`src/rtl/pkt_arb_pkg.sv`:
```
package pkt_arb_pkg;
  localparam logic [1:0] FK_NONE = 2'd0;
  localparam logic [1:0] FK_HEAD = 2'd1;
  localparam logic [1:0] FK_BODY = 2'd2;
  localparam logic [1:0] FK_TAIL = 2'd3;
  localparam int MAX_BUF = 16;

  // First set bit at or after start, wrapping; -1 when none.
  function automatic int rr_first(input logic [MAX_BUF-1:0] req, input int start, input int n);
    int hit;
    int idx;
    hit = -1;
    for (int k = n - 1; k >= 0; k--) begin
      idx = (start + k) % n;
      if (req[idx]) hit = idx;
    end
    return hit;
  endfunction

  function automatic int wrap_inc(input int v, input int n);
    return (v + 1 >= n) ? 0 : v + 1;
  endfunction

  function automatic int onehot_index(input logic [MAX_BUF-1:0] v, input int n);
    int r;
    r = 0;
    for (int k = 0; k < n; k++) if (v[k]) r = k;
    return r;
  endfunction
endpackage

```
`src/rtl/pkt_arb_pick.sv`:
```
module pkt_arb_pick import pkt_arb_pkg::*; #(
  parameter int NBUF = 4,
  localparam int NSRC = NBUF + 1,
  localparam int PTR_W = (NBUF > 1) ? $clog2(NBUF) : 1
) (
  input  logic              mode_buf,
  input  logic              mode_changed,
  input  logic              off,
  input  logic [1:0]        byp_kind,
  input  logic [NBUF-1:0]   buf_nonempty,
  input  logic [2*NBUF-1:0] buf_kind,
  input  logic [PTR_W-1:0]  rr_ptr,
  output logic [NSRC-1:0]   pick
);
  logic [NBUF-1:0]    head_req;
  logic [MAX_BUF-1:0] req_wide;
  int                 rr_hit;

  for (genvar j = 0; j < NBUF; j++) begin : g_req
    assign head_req[j] = buf_nonempty[j] && (buf_kind[2*j +: 2] == FK_HEAD);
  end
  assign req_wide = MAX_BUF'(head_req);

  always_comb begin
    pick   = '0;
    rr_hit = rr_first(req_wide, int'(rr_ptr), NBUF);
    if (!mode_buf) begin
      pick[0] = (byp_kind == FK_HEAD) && !off;
    end else if (mode_changed && head_req[0]) begin
      pick[1] = 1'b1;
    end else if (rr_hit >= 0) begin
      pick[rr_hit + 1] = 1'b1;
    end
  end
endmodule

```
`src/rtl/pkt_arb_rrptr.sv`:
```
module pkt_arb_rrptr import pkt_arb_pkg::*; #(
  parameter int NBUF = 4,
  localparam int PTR_W = (NBUF > 1) ? $clog2(NBUF) : 1
) (
  input  logic             clk,
  input  logic             rst_n,
  input  logic             adv,
  input  logic [PTR_W-1:0] adv_idx,
  output logic [PTR_W-1:0] rr_ptr
);
  always_ff @(posedge clk) begin
    if (!rst_n)   rr_ptr <= '0;
    else if (adv) rr_ptr <= PTR_W'(wrap_inc(int'(adv_idx), NBUF));
  end

  assert_ptr_hold_R4: assert property (@(posedge clk) disable iff (!rst_n)
    !adv |=> $stable(rr_ptr));
endmodule

```
`src/rtl/pkt_arb_lock.sv`:
```
module pkt_arb_lock #(
  parameter int NSRC = 5
) (
  input  logic            clk,
  input  logic            rst_n,
  input  logic [NSRC-1:0] pick,
  input  logic            handoff,
  input  logic            tail_sent,
  output logic [NSRC-1:0] grant
);
  always_ff @(posedge clk) begin
    if (!rst_n)              grant <= '0;
    else if (grant == '0) begin
      if (|pick)             grant <= pick;
    end else if (handoff)    grant <= NSRC'(2);
    else if (tail_sent)      grant <= '0;
  end

  assert_lock_hold_R6: assert property (@(posedge clk) disable iff (!rst_n)
    (grant != '0 && !handoff && !tail_sent) |=> (grant == $past(grant)));
  assert_release_R6: assert property (@(posedge clk) disable iff (!rst_n)
    (grant != '0 && !handoff && tail_sent) |=> (grant == '0));
endmodule

```
`src/rtl/pkt_out_arbiter.sv`:
```
module pkt_out_arbiter import pkt_arb_pkg::*; #(
  parameter int NUM_TURN = 3,
  localparam int NBUF = NUM_TURN + 1,
  localparam int NSRC = NBUF + 1,
  localparam int PTR_W = (NBUF > 1) ? $clog2(NBUF) : 1
) (
  input  logic              clk,
  input  logic              rst_n,
  input  logic              mode_buf,
  input  logic              mode_changed,
  input  logic              off,
  input  logic [1:0]        byp_kind,
  input  logic [NBUF-1:0]   buf_nonempty,
  input  logic [2*NBUF-1:0] buf_kind,
  output logic [NSRC-1:0]   grant,
  output logic [NBUF-1:0]   rd_en
);
  logic [NSRC-1:0]  pick;
  logic [PTR_W-1:0] rr_ptr;
  logic [PTR_W-1:0] adv_idx;
  logic [NBUF-1:0]  buf_tail;
  logic             byp_sent;
  logic             byp_tail_sent;
  logic             buf_tail_sent;
  logic             tail_sent;
  logic             handoff;

  for (genvar j = 0; j < NBUF; j++) begin : g_gate
    assign buf_tail[j] = (buf_kind[2*j +: 2] == FK_TAIL);
    assign rd_en[j]    = grant[j+1] && buf_nonempty[j] && !off;
  end

  assign byp_sent      = grant[0] && (byp_kind != FK_NONE) && !off && !mode_buf;
  assign byp_tail_sent = byp_sent && (byp_kind == FK_TAIL);
  assign buf_tail_sent = |(rd_en & buf_tail);
  assign tail_sent     = byp_tail_sent || buf_tail_sent;
  assign handoff       = grant[0] && (off || mode_buf);
  assign adv_idx       = PTR_W'(onehot_index(MAX_BUF'(grant[NSRC-1:1]), NBUF));

  pkt_arb_pick #(.NBUF(NBUF)) pick_i (
    .mode_buf(mode_buf), .mode_changed(mode_changed), .off(off),
    .byp_kind(byp_kind), .buf_nonempty(buf_nonempty), .buf_kind(buf_kind),
    .rr_ptr(rr_ptr), .pick(pick)
  );

  pkt_arb_rrptr #(.NBUF(NBUF)) rr_i (
    .clk(clk), .rst_n(rst_n), .adv(buf_tail_sent), .adv_idx(adv_idx), .rr_ptr(rr_ptr)
  );

  pkt_arb_lock #(.NSRC(NSRC)) lock_i (
    .clk(clk), .rst_n(rst_n), .pick(pick), .handoff(handoff),
    .tail_sent(tail_sent), .grant(grant)
  );

  assert_grant_onehot_R9: assert property (@(posedge clk) disable iff (!rst_n)
    $onehot0(grant));
  assert_no_read_off_R8: assert property (@(posedge clk) disable iff (!rst_n)
    off |-> (rd_en == '0));
  assert_read_granted_R10: assert property (@(posedge clk) disable iff (!rst_n)
    (rd_en & ~grant[NSRC-1:1]) == '0);
  assert_bypass_win_R2: assert property (@(posedge clk) disable iff (!rst_n)
    (!mode_buf && grant == '0 && byp_kind == FK_HEAD && !off) |=> grant[0]);
  assert_handoff_R7: assert property (@(posedge clk) disable iff (!rst_n)
    (grant[0] && (off || mode_buf)) |=> (grant == NSRC'(2)));
  assert_straight_first_R5: assert property (@(posedge clk) disable iff (!rst_n)
    (mode_buf && mode_changed && grant == '0 && buf_nonempty[0] && buf_kind[1:0] == FK_HEAD)
      |=> grant[1]);
endmodule

```
`config.mk`:
```
export PLATFORM = sky130hd
export DESIGN_NAME = pkt_out_arbiter
export DESIGN_NICKNAME = d
export VERILOG_FILES = /design/src/rtl/pkt_arb_pkg.sv /design/src/rtl/pkt_arb_pick.sv /design/src/rtl/pkt_arb_rrptr.sv /design/src/rtl/pkt_arb_lock.sv /design/src/rtl/pkt_out_arbiter.sv
export SDC_FILE = /design/constraint.sdc
export NUM_CORES = 1
export LEC_CHECK = 0
export BUFFER_PORTS_ARGS = -buffer_cell sky130_fd_sc_hd__buf_2
export CAP_MARGIN = 40
export CORE_UTILIZATION = 41
export CTS_CLUSTER_DIAMETER = 100
export DETAILED_ROUTE_END_ITERATION = 8
export PLACE_DENSITY = 0.8
export SLEW_MARGIN = 10
export SYNTH_ARGS = -nofsm -noshare
export SYNTH_HDL_FRONTEND = slang
export SYNTH_SLANG_ARGS = --single-unit
```
`constraint.sdc`:
```
create_clock -name clk -period 2.96 [get_ports clk]
set_input_delay 0.148 -clock clk [delete_from_list [all_inputs] [get_ports clk]]
set_output_delay 0.148 -clock clk [all_outputs]
set_load 0.05 [all_outputs]
```
==> results.toml <==
[pwr]
pwr_density_cell_nw_per_um2 = 306
switching_power_uw = 99.6
clkPwrFrac = 0.296
p_leak_nw = 0.460
pwr-share-seq = 0.322
ir_worst_vdd_mv = 0.362
comb_power_share = 0.382
p_int_uw = 202
switching_share = 0.330

[synthesis]
synth-async-reset-ratio = 0
synth_fp_nets = 109
seq_area_frac_synth = 0.211
ys_warn_count = 0
synth_cell_types = 36
postSynthAreaPerCell_um2 = 7.82
synth_area_um2 = 664
postSynthCellCount = 85
synth_edf_count = 0
synth_top_flop_cell = "dfxtp_1"
ys_ff_latch = 7

[floorplan]
num_rows = 14
initial_utilization = 0.441
coreArea_um2 = 1510
ios = 28
die_h_um = 42.3
fp.dieW_um = 42.3
die_area_um2 = 1790

[detailed_routing]
remaining_drc_errors = 0
drt_iter0_drc = 18
num_vias = 823
wl_um = 2050
ant_nets = 0
wl_per_cell_um = 14.2
avgViaCountPerCell = 5.72
drt-pass1-iter-count = 4

[global_route]
antenna_found_initial = 0
overflow = 0
grtUsageTotal = 0.246
grt_max_degree = 8
use_met3 = 0.0517
grt_pass1_wl_um = 3430
grt_pass1_vias = 799
use_met1 = 0.300
use_met2 = 0.446
grt_most_used_layer = "met2"

[cts]
path_clk_slew_ns = 0.06
numCtsBuffers = 3
clock_path_buffers = 2
worstSkewPairLatency_ns = 0.25
cts_tree = "done"
root_buffer = "clkbuf_4"
cts_max_level = 1
cts.sinks = 7

[sta]
fin_setup_tns_ns = -0.0833
period_needed_ns = 3.03
max_slew_margin = 0.661
finalSetupViolations = 2
finalHoldViolations = 0
rsz0062_at_grt = "yes"
setup_slack_ns = -0.0745
skew_ns = 0.00280
worstMarginPinSlew_ns = 0.508
drv_slew = 0
fmax_mhz = 330
timing.final.crit_share = 1.03

[critical_path]
crit_type = "flip-flop to flip-flop"
path_delay_family = "simple AND/OR/NAND/NOR gates"
start_kind = "flip-flop"
arrival_ns = 3.22
cp_slowest_cell = "or4b_4"
crit_chain = "nand4bb_1 > a21oi_2 > nor4_4 > ha_2 > inv_2 > ha_4 > or4b_4 > or3_4 > or2_4 > or4_1 > o21ai_1"
path_buf_inv = 1
critPathMaxStageDelay_ns = 0.52
path_max_fanout = 7
cp-end-kind = "flip-flop"
r2r_slack_ns = -0.07
worstPathRequired_ns = 3.15

[placed_design]
dpl_cell_area_um2 = 917
place_ws_ns = -0.189
gp_congestion = 0.906
portBuffers = 27
dp.cells = 139
post-dp-hpwl_um = 1610

[layout]
stdcell_area_um2 = 987
nFillCells = 133
multi_input_area_um2 = 538
antenna_cells = 0
seq_area_um2 = 144
fin_cells = 144
nets = 153
synthToLayoutAreaGrowth_pct = 48.6
drive_gt1_frac = 0.406

[flow_run]
cap_violations = 0

[hold_path]
hold_class = "input port to flip-flop"

[outcome]
violations = "negative setup slack"
status = "finished, violations left"
## what timing repair did
action	4_1_cts	5_1_grt
pin swaps	0	7
buffers inserted	0	1
hold buffers	0	0
setup endpoints to repair	1	4
resized for setup	2	10
## cells in the mapped netlist, drive strengths merged, types with 2 or more instances
library cell / n / area, µm²
o21a: 2 / 15.0
and3: 2 / 12.5
o21ai: 4 / 20.0
nand2: 6 / 22.5
nor3: 2 / 10.0
nand3b: 3 / 22.5
o2bb2ai: 2 / 17.5
nand3: 5 / 25.0
nor2: 4 / 15.0
nand4b: 2 / 17.5
nor2b: 2 / 12.5
and3b: 4 / 35.0
ha: 5 / 62.6
inv: 9 / 33.8
nor3b: 2 / 15.0
and4b: 3 / 30.0
a21oi: 3 / 15.0
dfxtp: 7 / 140
## cells in the final DEF, fill, tap and decap left out, drive strengths merged, types with 2 or more instances in the layout
master / instances
nand2: 6
nor2: 4
clkbuf: 4
and4b: 3
and3: 2
nand4b: 2
nor3: 2
o21a: 2
nand3b: 3
and3b: 4
o2bb2ai: 2
o21ai: 4
buf: 39
a21oi: 3
nand3: 5
inv: 9
dfxtp: 7
ha: 5
nor2b: 2
nor3b: 2
## worst paths after layout
| check | to | start | cells past startpoint |
|---|---|---|---|
| setup / recovery | lock_i.grant[3] | rr_i.rr_ptr[1] | 11 |
| hold / removal | rr_i.rr_ptr[1] | rst_n | 2 |
| setup reg to reg | lock_i.grant[3] | rr_i.rr_ptr[1] | 11 |
| hold reg to reg | lock_i.grant[3] | lock_i.grant[3] | 2 |
## state kept, by name, summed over array words and instances (netlist names)
name,count
rr_i.rr_ptr,2
lock_i.grant,5
## metal layers
layer | vias up | routed length [µm]
met2 | 36 | 1010
met1 | 373 | 888
met3 | 0 | 145
met4 | 0 | 0
li1 | 414 | -
met5 | - | 0
## per-stage QoR
stage / power (mW) / hold slack (ns) / utilization
floorplan: 0.158 / 0.276 / -
global placement: 0.197 / 0.445 / 0.609
detailed placement: 0.201 / 0.456 / 0.609
CTS: 0.291 / 0.192 / 0.630
global route: 0.320 / 0.206 / 0.655
finish: 0.302 / 0.195 / 0.655
## cell type report
type                            count  share of cell area
Multi-Input combinational cell     69               0.545
Timing Repair Buffer               39               0.228
Sequential cell                     7               0.146
Inverter                            9              0.0342
Clock buffer                        4              0.0266
Tap cell                           16              0.0203
## cell families (layout without fill, tap and decap cells)
family	after synthesis	after routing	share of synthesized area
AND/OR/NAND/NOR	45	45	0.444
AO/OA/AOI/OAI	18	18	0.185
buffers and inverters	9	52	0.0508
flip-flops	7	7	0.211
adder cells (fa/ha/maj)	5	5	0.0942
multiplexers	1	1	0.0151
## worst register-to-register path, cell delays in order (launching register included)
cell,delay [ns]
dfxtp_4,0.37
nand4bb_1,0.16
a21oi_2,0.09
nor4_4,0.30
ha_2,0.21
inv_2,0.05
ha_4,0.14
or4b_4,0.52
or3_4,0.39
or2_4,0.26
or4_1,0.39
o21ai_1,0.08
## power by group through the flow
stage / Clock (mW) / Combinational (mW) / Sequential (mW)
detailed placement: 0 / 0.101 / 0.100
global placement: 0 / 0.0971 / 0.0999
CTS: 0.0898 / 0.103 / 0.0980
global route: 0.0946 / 0.128 / 0.0973
floorplan: 0 / 0.0523 / 0.106
finish: 0.0893 / 0.115 / 0.0971
No activity file was read; power rests on OpenSTA's default activity.
